File: src/rtl/pwalk_pkg.sv
package pwalk_pkg;

  localparam int ENTRY_SHIFT = 2;   // 4-byte entries
  localparam int PFN_LSB     = 12;
  localparam int BIT_VALID   = 0;
  localparam int BIT_READ    = 1;

  typedef enum logic [2:0] {
    ST_IDLE, ST_REQ, ST_WAIT, ST_CHECK, ST_FILL, ST_FAULT
  } walkState_t;

  typedef enum logic [1:0] {
    FLT_NONE = 2'b00,
    FLT_SEG  = 2'b01,
    FLT_PROT = 2'b10
  } faultCode_t;

  typedef struct packed {
    logic latchMiss;
    logic capPte;
  } walkStrb_t;

  // perm is {exec, write, read}; access code 11 is never granted
  function automatic logic accessAllowed(input logic [2:0] perm, input logic [1:0] acc);
    case (acc)
      2'b00:   return perm[0];
      2'b01:   return perm[1];
      2'b10:   return perm[2];
      default: return 1'b0;
    endcase
  endfunction

endpackage

File: src/rtl/pwalk_ctrl.sv
module pwalk_ctrl
  import pwalk_pkg::*;
(
  input  logic       clk,
  input  logic       rstN,
  input  logic       missValid,
  input  logic       memReqReady,
  input  logic       memRspValid,
  input  logic       pteValid,
  input  logic       permOk,
  output walkStrb_t  strb,
  output logic       memReqValid,
  output logic       busy,
  output logic       done,
  output logic       fillValid,
  output logic [1:0] fault
);

  walkState_t stateQ, stateN;
  faultCode_t faultQ, faultN;

  always_comb begin
    stateN = stateQ;
    faultN = faultQ;
    unique case (stateQ)
      ST_IDLE:  if (missValid)   stateN = ST_REQ;
      ST_REQ:   if (memReqReady) stateN = ST_WAIT;
      ST_WAIT:  if (memRspValid) stateN = ST_CHECK;
      ST_CHECK: begin
        if (!pteValid) begin
          stateN = ST_FAULT;
          faultN = FLT_SEG;
        end else if (!permOk) begin
          stateN = ST_FAULT;
          faultN = FLT_PROT;
        end else begin
          stateN = ST_FILL;
          faultN = FLT_NONE;
        end
      end
      ST_FILL:  stateN = ST_IDLE;
      ST_FAULT: stateN = ST_IDLE;
      default:  stateN = ST_IDLE;
    endcase
  end

  always_ff @(posedge clk) begin
    if (!rstN) begin
      stateQ <= ST_IDLE;
      faultQ <= FLT_NONE;
    end else begin
      stateQ <= stateN;
      faultQ <= faultN;
    end
  end

  always_comb begin
    strb.latchMiss = (stateQ == ST_IDLE) && missValid;
    strb.capPte    = (stateQ == ST_WAIT) && memRspValid;
  end

  assign memReqValid = (stateQ == ST_REQ);
  assign busy        = (stateQ != ST_IDLE);
  assign fillValid   = (stateQ == ST_FILL);
  assign done        = (stateQ == ST_FILL) || (stateQ == ST_FAULT);
  assign fault       = (stateQ == ST_FAULT) ? faultQ : FLT_NONE;

endmodule

File: src/rtl/pwalk_dpath.sv
module pwalk_dpath
  import pwalk_pkg::*;
#(
  parameter int VPN_W  = 10,
  parameter int OFFS_W = 12,
  parameter int PFN_W  = 16,
  parameter int ADDR_W = 32,
  parameter int PTE_W  = 32,
  localparam int VA_W  = VPN_W + OFFS_W
) (
  input  logic              clk,
  input  logic              rstN,
  input  walkStrb_t         strb,
  input  logic [ADDR_W-1:0] ptBase,
  input  logic [VA_W-1:0]   missVa,
  input  logic [1:0]        missAcc,
  input  logic [PTE_W-1:0]  memRspData,
  output logic [ADDR_W-1:0] memReqAddr,
  output logic              pteValid,
  output logic              permOk,
  output logic [VPN_W-1:0]  fillVpn,
  output logic [PFN_W-1:0]  fillPfn,
  output logic [2:0]        fillPerm
);

  localparam logic [VA_W-1:0] VPN_MASK = {{VPN_W{1'b1}}, {OFFS_W{1'b0}}};

  logic [VPN_W-1:0]  vpnQ;
  logic [1:0]        accQ;
  logic [ADDR_W-1:0] baseQ;
  logic [PTE_W-1:0]  pteQ;
  logic [VA_W-1:0]   vpnShifted;

  assign vpnShifted = (missVa & VPN_MASK) >> OFFS_W;

  always_ff @(posedge clk) begin
    if (!rstN) begin
      vpnQ  <= '0;
      accQ  <= '0;
      baseQ <= '0;
      pteQ  <= '0;
    end else begin
      if (strb.latchMiss) begin
        vpnQ  <= vpnShifted[VPN_W-1:0];
        accQ  <= missAcc;
        baseQ <= ptBase;
      end
      if (strb.capPte) pteQ <= memRspData;
    end
  end

  assign memReqAddr = baseQ + (ADDR_W'(vpnQ) << ENTRY_SHIFT);
  assign pteValid   = pteQ[BIT_VALID];
  assign fillPerm   = pteQ[BIT_READ +: 3];
  assign permOk     = accessAllowed(fillPerm, accQ);
  assign fillVpn    = vpnQ;
  assign fillPfn    = pteQ[PFN_LSB +: PFN_W];

endmodule

File: src/rtl/page_walker.sv
module page_walker
  import pwalk_pkg::*;
#(
  parameter int VPN_W  = 10,
  parameter int OFFS_W = 12,
  parameter int PFN_W  = 16,
  parameter int ADDR_W = 32,
  parameter int PTE_W  = 32
) (
  input  logic                      clk,
  input  logic                      rstN,
  input  logic [ADDR_W-1:0]         ptBase,
  input  logic                      missValid,
  input  logic [OFFS_W+VPN_W-1:0]   missVa,
  input  logic [1:0]                missAcc,
  output logic                      busy,
  output logic                      memReqValid,
  output logic [ADDR_W-1:0]         memReqAddr,
  input  logic                      memReqReady,
  input  logic                      memRspValid,
  input  logic [PTE_W-1:0]          memRspData,
  output logic                      fillValid,
  output logic [VPN_W-1:0]          fillVpn,
  output logic [PFN_W-1:0]          fillPfn,
  output logic [2:0]                fillPerm,
  output logic                      done,
  output logic [1:0]                fault
);

  walkStrb_t strb;
  logic      pteValid;
  logic      permOk;

  pwalk_ctrl i_ctrl (
    .clk         (clk),
    .rstN        (rstN),
    .missValid   (missValid),
    .memReqReady (memReqReady),
    .memRspValid (memRspValid),
    .pteValid    (pteValid),
    .permOk      (permOk),
    .strb        (strb),
    .memReqValid (memReqValid),
    .busy        (busy),
    .done        (done),
    .fillValid   (fillValid),
    .fault       (fault)
  );

  pwalk_dpath #(
    .VPN_W (VPN_W), .OFFS_W (OFFS_W), .PFN_W (PFN_W),
    .ADDR_W(ADDR_W), .PTE_W (PTE_W)
  ) i_dpath (
    .clk        (clk),
    .rstN       (rstN),
    .strb       (strb),
    .ptBase     (ptBase),
    .missVa     (missVa),
    .missAcc    (missAcc),
    .memRspData (memRspData),
    .memReqAddr (memReqAddr),
    .pteValid   (pteValid),
    .permOk     (permOk),
    .fillVpn    (fillVpn),
    .fillPfn    (fillPfn),
    .fillPerm   (fillPerm)
  );

endmodule

File: config.mk
export PLATFORM = sky130hd
export DESIGN_NAME = page_walker
export DESIGN_NICKNAME = d
export VERILOG_FILES = /design/src/rtl/pwalk_pkg.sv /design/src/rtl/pwalk_ctrl.sv /design/src/rtl/pwalk_dpath.sv /design/src/rtl/page_walker.sv
export SDC_FILE = /design/constraint.sdc
export NUM_CORES = 1
export LEC_CHECK = 0
export BUFFER_PORTS_ARGS = -buffer_cell sky130_fd_sc_hd__buf_2
export CAP_MARGIN = 15
export CORE_ASPECT_RATIO = 0.6
export CORE_UTILIZATION = 50
export DETAILED_ROUTE_END_ITERATION = 12
export GPL_ROUTABILITY_DRIVEN = 0
export PLACE_DENSITY = 0.85
export SLEW_MARGIN = 20
export SYNTH_ARGS = -nofsm -noshare
export SYNTH_HDL_FRONTEND = slang
export SYNTH_SLANG_ARGS = --single-unit
export TNS_END_PERCENT = 30
File: constraint.sdc
create_clock -name clk -period 4.5 [get_ports clk]
set_clock_uncertainty 0.2 [all_clocks]
set_input_delay 0.9 -clock clk [delete_from_list [all_inputs] [get_ports clk]]
set_output_delay 0.9 -clock clk [all_outputs]
set_load 0.01 [all_outputs]
### After elaboration in Yosys (flattened, before gate mapping)

Cells that the tools add are included.

| word-level totals | value |
|---|---|
| register bits after elaboration | 77 |
| input bits | 93 |
| word-level logic and storage cells | 34 |

| cells by class | value |
|---|---|
| add/sub/neg operators | 1 |
| equal/unequal tests | 10 |
| multiplexer cells | 10 |
| reductions and logical operators | 7 |

Operators by type and width:

| cell | count |
|---|---|
| 32-bit by 12-bit adder with 32-bit output | 1 |
| 3-bit one-hot mux with 4 select lines | 1 |
| 3-bit two-way mux | 3 |
| 3-bit by 2-bit == test with 1-bit output, second input constant | 2 |
| 3-bit == test, second input constant | 2 |
| 2-bit two-way mux | 3 |
| 2-bit inequality test, second input constant | 2 |
| 3-bit by 1-bit == test with 1-bit output, second input constant | 1 |
| 3-bit logical NOT | 1 |
| 1-bit one-hot mux with 3 select lines | 1 |
| 3-bit AND reduction | 1 |
| 3-bit nonzero test | 1 |
| 2-bit by 1-bit == test with 1-bit output, second input constant | 1 |
| 2-bit == test, second input constant | 1 |
| 1-bit logical AND | 2 |
| 2-bit logical NOT | 1 |
| 1-bit two-way mux | 2 |
| 2-bit by 1-bit inequality test with 1-bit output, second input constant | 1 |
| 1-bit logical OR | 1 |

### Longest topological paths before layout

Gate-level depths: netlist of run 1.

| depth | value |
|---|---|
| depth after elaboration | 5 |
| depth in mapped cells | 9 |
| gate-level depth less buffers | 9 |

### Hierarchy

A second synthesis of run 1 with hierarchy kept.

| unflattened totals | value |
|---|---|
| cells, all modules | 383 |
| area total of the unflattened synthesis | 3756.1 µm² |

Modules (own cells, without submodules):

| module | instances | cells an instance | area each (µm²) | seq. area each (µm²) |
|---|---|---|---|---|
| pwalk_dpath | 1 | 350 | 3470.8 | 1281.2 |
| pwalk_ctrl | 1 | 33 | 285.3 | 100.1 |

### Least setup slack after synthesis of run 1

No wires, ideal clock.

| timing path | value |
|---|---|
| path type | reg-to-output |
| start point | register i_dpath.vpnQ[0] (netlist: i_dpath.fillVpn[0]) |
| end point | output memReqAddr[22] |
| arrival | 2201 ps |
| required time | 3400 ps |
| path slack | 1199 ps |
| stages on the path, launching flop included | 10 |
| path buffers | 0 |
| path through | dfxtp_1 -> ha_1 -> inv_1 -> fa_1 -> nor2b_4 -> nor3_1 -> o21ai_2 -> a311oi_4 -> nor4b_2 -> xor2_1 |

| between the ends | value |
|---|---|
| cells in the longest elaborated chain, start to end | 1 |

RTL lines:

| element | line | RTL |
|---|---|---|
| start: declaration | pwalk_dpath.sv:28 | `logic [VPN_W-1:0] vpnQ;` |
| start signal: assignment | pwalk_dpath.sv:44 | `vpnQ <= vpnShifted[VPN_W-1:0];` |
| 32-bit by 12-bit adder with 32-bit output | pwalk_dpath.sv:52 | `assign memReqAddr = baseQ + (ADDR_W'(vpnQ) << ENTRY_SHIFT);` |
| end: declaration | page_walker.sv:18 | `output logic [ADDR_W-1:0] memReqAddr,` |

No other way between the ends.

### Worst setup path in the final report of run 1

| timing path | value |
|---|---|
| start point | register i_dpath.vpnQ[0] (netlist: i_dpath.fillVpn[0]) |
| end point | output memReqAddr[16] |

The elaborated chain is that of the path after synthesis.

==> impl_metrics.yaml, run 1 <==
sta:
  setup_viol: 0
  hold_violations: 0
  max-slew-margin-rel: 0.4194
  fmax_mhz: 256.5
  drv_slew: 0
  fin_ws_ns: 0.6009
  tightest_slew_ns: 0.8709
  period_needed_ns: 3.899
  rsz0062_at_grt: "false"
  fin_crit_sh: 0.8665
  fin_setup_tns_ns: 0
routing:
  viasPerCell: 5.219
  antenna_left: 0
  drc: 0
  wl_per_cell_um: 13.39
  vias: 3356
  wl_um: 8610
  first_pass_iters: 4
  drt_iter0_drc: 173
floorplanning:
  ioPinCount: 160
  core_um2: 6276
  dieHeight_um: 65.41
  die_x_um: 107.7
  rows: 22
  die-area_um2: 7044
  start_util: 0.5339
logic_synthesis:
  ys_seq_area_frac: 0.4122
  synthSimpleGateAreaFrac: 0.2674
  synthAdderAreaFrac: 0.04332
  syn-num-nets: 535
  yosys-top-cells-area: "dfxtp_1 (41%), nand2_1 (15%), a21oi_1 (11%)"
  yosysWarnings: 0
  synth_top_area_share: 0.4122
  synth.distinct_cells: 44
  syn_area_um2: 3351
  async_flop_share: 0
  synth_most_common_cell: "nand2_1"
  muxShareOfSynthArea: 0.002987
  ys_seq_elements: 69
  synthXorXnorAreaFrac: 0.06796
  synth_top_family_by_area: "simple AND/OR/NAND/NOR gates"
  synth_common_cells: "nand2_1 (138), a21oi_1 (76), dfxtp_1 (69)"
  syn_inst: 431
  avgSynthCellArea_um2: 7.774
  synth_edf_count: 0
  synth_compound_area_frac: 0.1680
  synthFlopType: "dfxtp_1"
  yosysTopAreaCell: "dfxtp_1"
critical_path:
  crit_path_end_kind: "output pin"
  r2r_setup_slack_ns: 2.53
  crit_type: "flip-flop to output pin"
  crit_fanout: 10
  start_kind: "flip-flop"
  required_ns: 3.40
  worst_ep_arrival_time_ns: 2.80
cts:
  cts.sinks: 69
  clock_latency_ns: 0.34
  cts_resized: 0
  h-tree-depth: 3
  post-cts-setup-buffer-count: 0
  root_buffer: "clkbuf_8"
  cts.clk_slew.worst_paths_ns: 0.08
  cts_buffer_depth: 2
  cts_buffers: 9
  cts_hold_buf: 0
  cts_tree: "built"
pwr:
  intPower_mw: 1.149
  peakVddDrop_v: 0.0002472
  power_frac_seq: 0.434
  total_power_mw: 1.563
  comb_power_share: 0.159
  p_switching_mw: 0.4143
  powerDensity_nw_per_um2: 362.1
  p_leak_nw: 2.015
  clkPwrFrac: 0.407
  switching_share: 0.2650
finish:
  seq_area_um2: 1381
  syn_to_final_growth_pct: 28.86
  num-fill-cells: 529
  fin_cells: 643
  num-nets-final: 658
  multiInputGateArea_um2: 1859
  drive_above_1_share: 0.3041
  n_antenna_cell: 0
flow_run:
  max_cap_violations: 0
grt:
  antenna_found_initial: 0
  grt_pass1_wl_um: 13810
  grt_pass1_vias: 3099
  overflow: 0
  grt_use_total: 0.2512
  grt_max_degree: 68
placement:
  hpwl_um: 6076
  pre_cts_slack_ns: 0.9910
  port_buffers: 135
  dp.cells: 627
min_path:
  hold_path.class: "flip-flop to flip-flop"
outcome:
  status: "completed"
## layer usage
metal	track usage	part of all wire
met1	0.3094	0.46
met2	0.4183	0.44
met3	0.08433	0.084
met4	0.07534	0.0078
met5	0	0
## worst paths after layout
path,from,endpoint,cells after the start
max,i_dpath.fillVpn[0],memReqAddr[16],10
min,i_dpath.pteQ[13],i_dpath.pteQ[13],2
max reg2reg,i_ctrl.stateQ[1],i_dpath.pteQ[21],4
min reg2reg,i_dpath.pteQ[13],i_dpath.pteQ[13],2
## state kept, by name, summed over array words and instances (netlist names)
name,count
i_ctrl.stateQ,3
i_dpath.baseQ,32
i_ctrl.faultQ,2
i_dpath.accQ,2
i_dpath.fillVpn,10
i_dpath.pteQ,20
## power by group through the flow
stage	clock network [mW]	logic, mW	registers [mW]
after CTS	0.642	0.249	0.677
final	0.637	0.248	0.678
after floorplan	0	0.151	0.686
after global placement	0	0.238	0.689
after global routing	0.672	0.275	0.683
after detailed placement	0	0.246	0.691
## cells in the final DEF (no fill, tap or decap), types with 6 or more instances in the layout
master	netlist	routed
xor2_1	17	17
nand2_1	138	138
a21oi_1	76	76
nor2_1	17	17
buf_2	3	135
nor3_1	7	6
ha_1	10	10
dfxtp_1	69	69
clkbuf_8	0	11
xnor2_1	9	9
## worst max-delay path: stages (launching register included)
cell and delay (ns):
dfxtp_1 0.33, ha_1 0.25, inv_1 0.08, fa_1 0.26, nor2b_4 0.06, nor3_1 0.19, o21ai_2 0.14, a311oi_4 0.62
nand3b_1 0.21, xnor2_1 0.14, buf_2 0.16
## through the flow
step / hold WS, ns / cell area (um2) / util
finish: 0.2568 / 4318 / 0.6880
detailed placement: 0.2463 / 4053 / 0.6457
global route: 0.2789 / 4318 / 0.6880
global placement: 0.2378 / 4053 / 0.6457
floorplan: 0.2363 / 3351 / -
CTS: 0.2569 / 4310 / 0.6868
## layout make-up
type / instances / share of cell area
clock buffer: 11 / 0.03506
clock inverter: 5 / 0.02463
inverter: 6 / 0.005506
multi-input combinational: 331 / 0.4306
sequential: 69 / 0.3199
tap: 84 / 0.02434
timing repair buffer: 137 / 0.1600
## cells by family (layout without fill, tap and decap cells)
family / Yosys count / count (layout)
compound gates: 95 / 95
xor+xnor: 26 / 26
fa+ha+maj: 11 / 11
buf+inv: 31 / 159
flops: 69 / 69
mux: 1 / 1
simple gates: 198 / 198
No activity file was read; power rests on OpenSTA's default activity.
==> run 2: changes to the inputs <==
--- a/config.mk
+++ b/config.mk
@@ -5,15 +5,14 @@
 export SDC_FILE = /design/constraint.sdc
 export NUM_CORES = 1
 export LEC_CHECK = 0
-export BUFFER_PORTS_ARGS = -buffer_cell sky130_fd_sc_hd__buf_2
 export CAP_MARGIN = 15
 export CORE_ASPECT_RATIO = 0.6
-export CORE_UTILIZATION = 50
+export CORE_UTILIZATION = 35
 export DETAILED_ROUTE_END_ITERATION = 12
+export DONT_BUFFER_PORTS = 1
 export GPL_ROUTABILITY_DRIVEN = 0
-export PLACE_DENSITY = 0.85
 export SLEW_MARGIN = 20
 export SYNTH_ARGS = -nofsm -noshare
 export SYNTH_HDL_FRONTEND = slang
 export SYNTH_SLANG_ARGS = --single-unit
-export TNS_END_PERCENT = 30
+export TNS_END_PERCENT = 1
==> impl_metrics.yaml, run 2 (same netlist as run 1, synthesis figures left out) <==
pwr:
  switching_share: 0.2513
  clkPwrFrac: 0.471
  comb_power_share: 0.108
  powerDensity_nw_per_um2: 432.1
  peakVddDrop_v: 0.0001692
  p_switching_mw: 0.4086
  power_frac_seq: 0.422
  intPower_mw: 1.217
  p_leak_nw: 1.427
cts:
  cts_buffers: 9
  post-cts-setup-buffer-count: 0
  cts_hold_buf: 0
  cts_resized: 0
  cts.sinks: 69
  root_buffer: "clkbuf_16"
  cts_tree: "built"
  clock_latency_ns: 0.32
  h-tree-depth: 3
  cts_buffer_depth: 2
  cts.clk_slew.worst_paths_ns: 0.05
grt:
  overflow: 0
  grt_max_degree: 68
  antenna_found_initial: 0
  grt_use_total: 0.1709
  grt_pass1_vias: 2666
  grt_pass1_wl_um: 13250
routing:
  wl_met3_um: 811
  antenna_left: 0
  viasPerCell: 5.056
  first_pass_iters: 4
  wl_met1_um: 3866
  wl_um: 8067
  vias: 2796
  drc: 0
  drt_iter0_drc: 157
  top_layer: "met4"
  wl_per_cell_um: 14.59
  met2_length_um: 3334
critical_path:
  crit_path_end_kind: "output pin"
  path_cells: "ha_1 > inv_1 > fa_1 > nor2b_4 > nor3_1 > o21ai_2 > a311oi_4 > nor4b_2 > xor2_1"
  cp_top_family: "adder cells"
  worst_ep_arrival_time_ns: 2.83
  required_ns: 3.40
  cp_slowest_cell: "fa_1"
  start_kind: "flip-flop"
  crit_type: "flip-flop to output pin"
  path_buf_inv: 1
  crit_fanout: 10
  slowest_delay_ns: 0.44
flow_run:
  max_cap_violations: 0
sta:
  rsz0062_at_grt: "false"
  drv_slew: 0
  setup_viol: 0
  hold-worst-slack_ns: 0.2560
  period_needed_ns: 3.931
  fin_setup_tns_ns: 0
  tightest_slew_ns: 0.9429
  hold_violations: 0
  fin_crit_sh: 0.8736
  fmax_mhz: 254.4
  max-slew-margin-rel: 0.3714
finish:
  final_common_cell: "nand2_1"
  fin_cells: 553
  post-route-util: 0.4080
  postLayoutCellArea_um2: 3762
  num-nets-final: 522
  max_flop_register: "i_dpath.baseQ"
  mostFrequentLayoutCells: "nand2_1 (138), a21oi_1 (76), dfxtp_1 (69), nor2_1 (17), xor2_1 (17)"
  largest_register_ffs: 32
  n_antenna_cell: 0
  syn_to_final_growth_pct: 12.29
  drive_above_1_share: 0.08038
placement:
  placed_area_um2: 3428
  hpwl_um: 5771
  port_buffers: 0
  dp.cells: 537
outcome:
  status: "completed"
floorplanning:
  ioPinCount: 160
  dieHeight_um: 77.79
  core_um2: 9223
  start_util: 0.3633
  rows: 27
  die-area_um2: 9982
  die_x_um: 128.3
min_path:
  hold_path.class: "flip-flop to flip-flop"
==> run 2: cell count changes in the layout (fill, tap and decap cells not counted), moves of 2 or more <==
cell / delta
clkinv_2: +2
clkbuf_8: -9
buf_2: -135
clkbuf_16: +9
==> run 2: final timing paths <==
check,start,endpoint,slack (ns),cells after the start
setup / recovery,i_dpath.fillVpn[0],memReqAddr[22],0.57,9
hold reg to reg,i_dpath.baseQ[9],i_dpath.baseQ[9],0.26,2
hold / removal,i_dpath.baseQ[9],i_dpath.baseQ[9],0.26,2
setup reg to reg,i_ctrl.stateQ[1],i_dpath.baseQ[7],2.40,4
==> run 2: area by class of cell <==
type,count,area [um2]
clock inverters,4,70.07
fillers,956,5460
multi-input cells,331,1861
flip-flops and latches,69,1381
well taps,130,162.7
clock buffers,12,256.5
repair buffers,1,7.507
inverters,6,23.77
==> run 2: layer usage <==
metal	up-vias	global-route usage
li1	1408	-
met3	5	0.08552
met1	1289	0.2187
met5	-	0
met4	0	0.04941
met2	94	0.2497
==> run 2: through the flow <==
step           power (mW)  worst slack [ns]
2_1_floorplan      0.8369             1.199
3_3_place_gp       0.8696            0.9635
3_5_place_dp       0.8745            0.8834
4_1_cts             1.650            0.5287
5_1_grt             1.708            0.3587
6_report            1.626            0.5687
==> run 2: power by group through the flow <==
stage	registers (mW)	logic [mW]	clock network, mW
after global placement	0.697	0.172	0
after floorplan	0.686	0.151	0
after global routing	0.691	0.199	0.818
after detailed placement	0.699	0.175	0
final	0.686	0.175	0.765
after CTS	0.686	0.177	0.788
==> run 2: worst min-delay path: stages (launching register included) <==
cell,delay [ns]
dfxtp_1,0.31
nand2_1,0.05
a21oi_1,0.05
==> run 3: changes to the inputs <==
--- a/config.mk
+++ b/config.mk
@@ -11,6 +11,7 @@
 export DETAILED_ROUTE_END_ITERATION = 12
 export DONT_BUFFER_PORTS = 1
 export GPL_ROUTABILITY_DRIVEN = 0
+export PLACE_DENSITY = 0.59
 export SLEW_MARGIN = 20
 export SYNTH_ARGS = -nofsm -noshare
 export SYNTH_HDL_FRONTEND = slang
==> impl_metrics.yaml, run 3 (same netlist as run 1, synthesis figures left out) <==
outcome:
  status: "completed"
pwr:
  peakVddDrop_v: 0.0002232
  powerDensity_nw_per_um2: 431.7
  p_leak_nw: 1.432
floorplanning:
  dieHeight_um: 77.79
  die-area_um2: 9982
  core_um2: 9223
  rows: 27
  die_x_um: 128.3
  start_util: 0.3633
  ioPinCount: 160
routing:
  first_pass_iters: 4
  wl_um: 8265
  wl_per_cell_um: 14.92
  drc: 0
  viasPerCell: 5.005
  drt_iter0_drc: 99
  vias: 2773
  antenna_left: 0
grt:
  grt_util_met2: 0.2578
  met1_usage: 0.2171
  antenna_found_initial: 0
  grt_use_total: 0.1707
  grt_max_degree: 45
  grt_pass1_wl_um: 13230
  grt_util_met3: 0.07517
  overflow: 0
  grt_pass1_vias: 2640
  grt-busiest-layer: "met2"
sta:
  max-slew-margin-rel: 0.4174
  hold_violations: 0
  setup_viol: 0
  drv_slew: 0
  fin_crit_sh: 0.8575
  fin_ws_ns: 0.6413
  hold-worst-slack_ns: 0.2588
  period_needed_ns: 3.859
  rsz0062_at_grt: "false"
  fin_setup_tns_ns: 0
  tightest_slew_ns: 0.8738
  fmax_mhz: 259.2
finish:
  final_common_cell: "nand2_1"
  num-nets-final: 523
  mostFrequentLayoutCells: "nand2_1 (138), a21oi_1 (76), dfxtp_1 (69), nor2_1 (17), xor2_1 (17)"
  largest_register_ffs: 32
  n_antenna_cell: 0
  num-fill-cells: 973
  syn_to_final_growth_pct: 12.47
  post-route-util: 0.4086
  max_flop_register: "i_dpath.baseQ"
  drive_above_1_share: 0.08255
critical_path:
  cp_slowest_cell: "fa_1"
  r2r_setup_slack_ns: 2.43
  path_cells: "ha_1 > inv_1 > fa_1 > nor2b_4 > nor3_1 > o21ai_2 > a311oi_4 > nor4b_2 > xor2_1"
  crit_path_end_kind: "output pin"
  crit_type: "flip-flop to output pin"
  crit_fanout: 10
  required_ns: 3.40
  slowest_delay_ns: 0.44
  start_kind: "flip-flop"
  r2r_cells: 4
  worst_ep_arrival_time_ns: 2.76
placement:
  port_buffers: 0
  hpwl_um: 5924
  pre_cts_slack_ns: 0.9446
cts:
  cts_resized: 0
  clock_latency_ns: 0.32
  cts.sinks: 69
  cts_buffer_depth: 2
  cts_tree: "built"
  cts.clk_slew.worst_paths_ns: 0.05
  cts_buffers: 9
  root_buffer: "clkbuf_16"
  post-cts-setup-buffer-count: 0
  h-tree-depth: 3
  cts_hold_buf: 0
min_path:
  hold_path.class: "flip-flop to flip-flop"
  hold_depth: 2
flow_run:
  max_cap_violations: 0
==> run 3: cell count changes in the layout (fill, tap and decap cells not counted) <==
| cell | delta |
|---|---|
| buf_4 | +1 |
| inv_2 | +1 |
| clkinv_2 | -1 |
==> run 3: final cells by class <==
cell class | instances | area [um2] | area share
Clock inverter | 4 | 70.07 | 0.01859
Tap cell | 130 | 162.7 | 0.04316
Multi-Input combinational cell | 331 | 1861 | 0.4937
Clock buffer | 12 | 256.5 | 0.06806
Inverter | 6 | 22.52 | 0.005976
Sequential cell | 69 | 1381 | 0.3665
Timing Repair Buffer | 2 | 15.01 | 0.003984
==> run 3: report_power, final <==
| part | internal, mW | switching (mW) |
|---|---|---|
| clock network | 0.513 | 0.251 |
| logic | 0.0579 | 0.118 |
| registers | 0.646 | 0.0407 |
==> run 3: worst paths after layout <==
path	startpoint	to
setup / recovery	i_dpath.fillVpn[0]	memReqAddr[22]
hold / removal	i_dpath.baseQ[5]	i_dpath.baseQ[5]
setup reg to reg	i_ctrl.stateQ[1]	i_dpath.baseQ[0]
hold reg to reg	i_dpath.baseQ[5]	i_dpath.baseQ[5]
==> run 3: stage by stage <==
stage          power, mW  area [um2]  cells
4_1_cts            1.650        3762    554
2_1_floorplan     0.8369        3351    431
5_1_grt            1.705        3769    554
3_5_place_dp      0.8770        3436    538
6_report           1.627        3769    554
3_3_place_gp      0.8719        3436    538
==> run 3: routing by layer <==
layer / vias to the layer above / part of all wire
li1: 1409 / -
met1: 1279 / 0.48
met2: 81 / 0.42
met3: 4 / 0.090
met4: 0 / 0.0069
met5: - / 0
==> run 3: worst max-delay path: cells and delay by family (launching register included) <==
family | cells | cell delay [ns]
fa+ha+maj | 2 | 0.68
simple gates | 3 | 0.52
compound gates | 2 | 0.47
flops | 1 | 0.40
xor+xnor | 1 | 0.29
buf+inv | 1 | 0.07
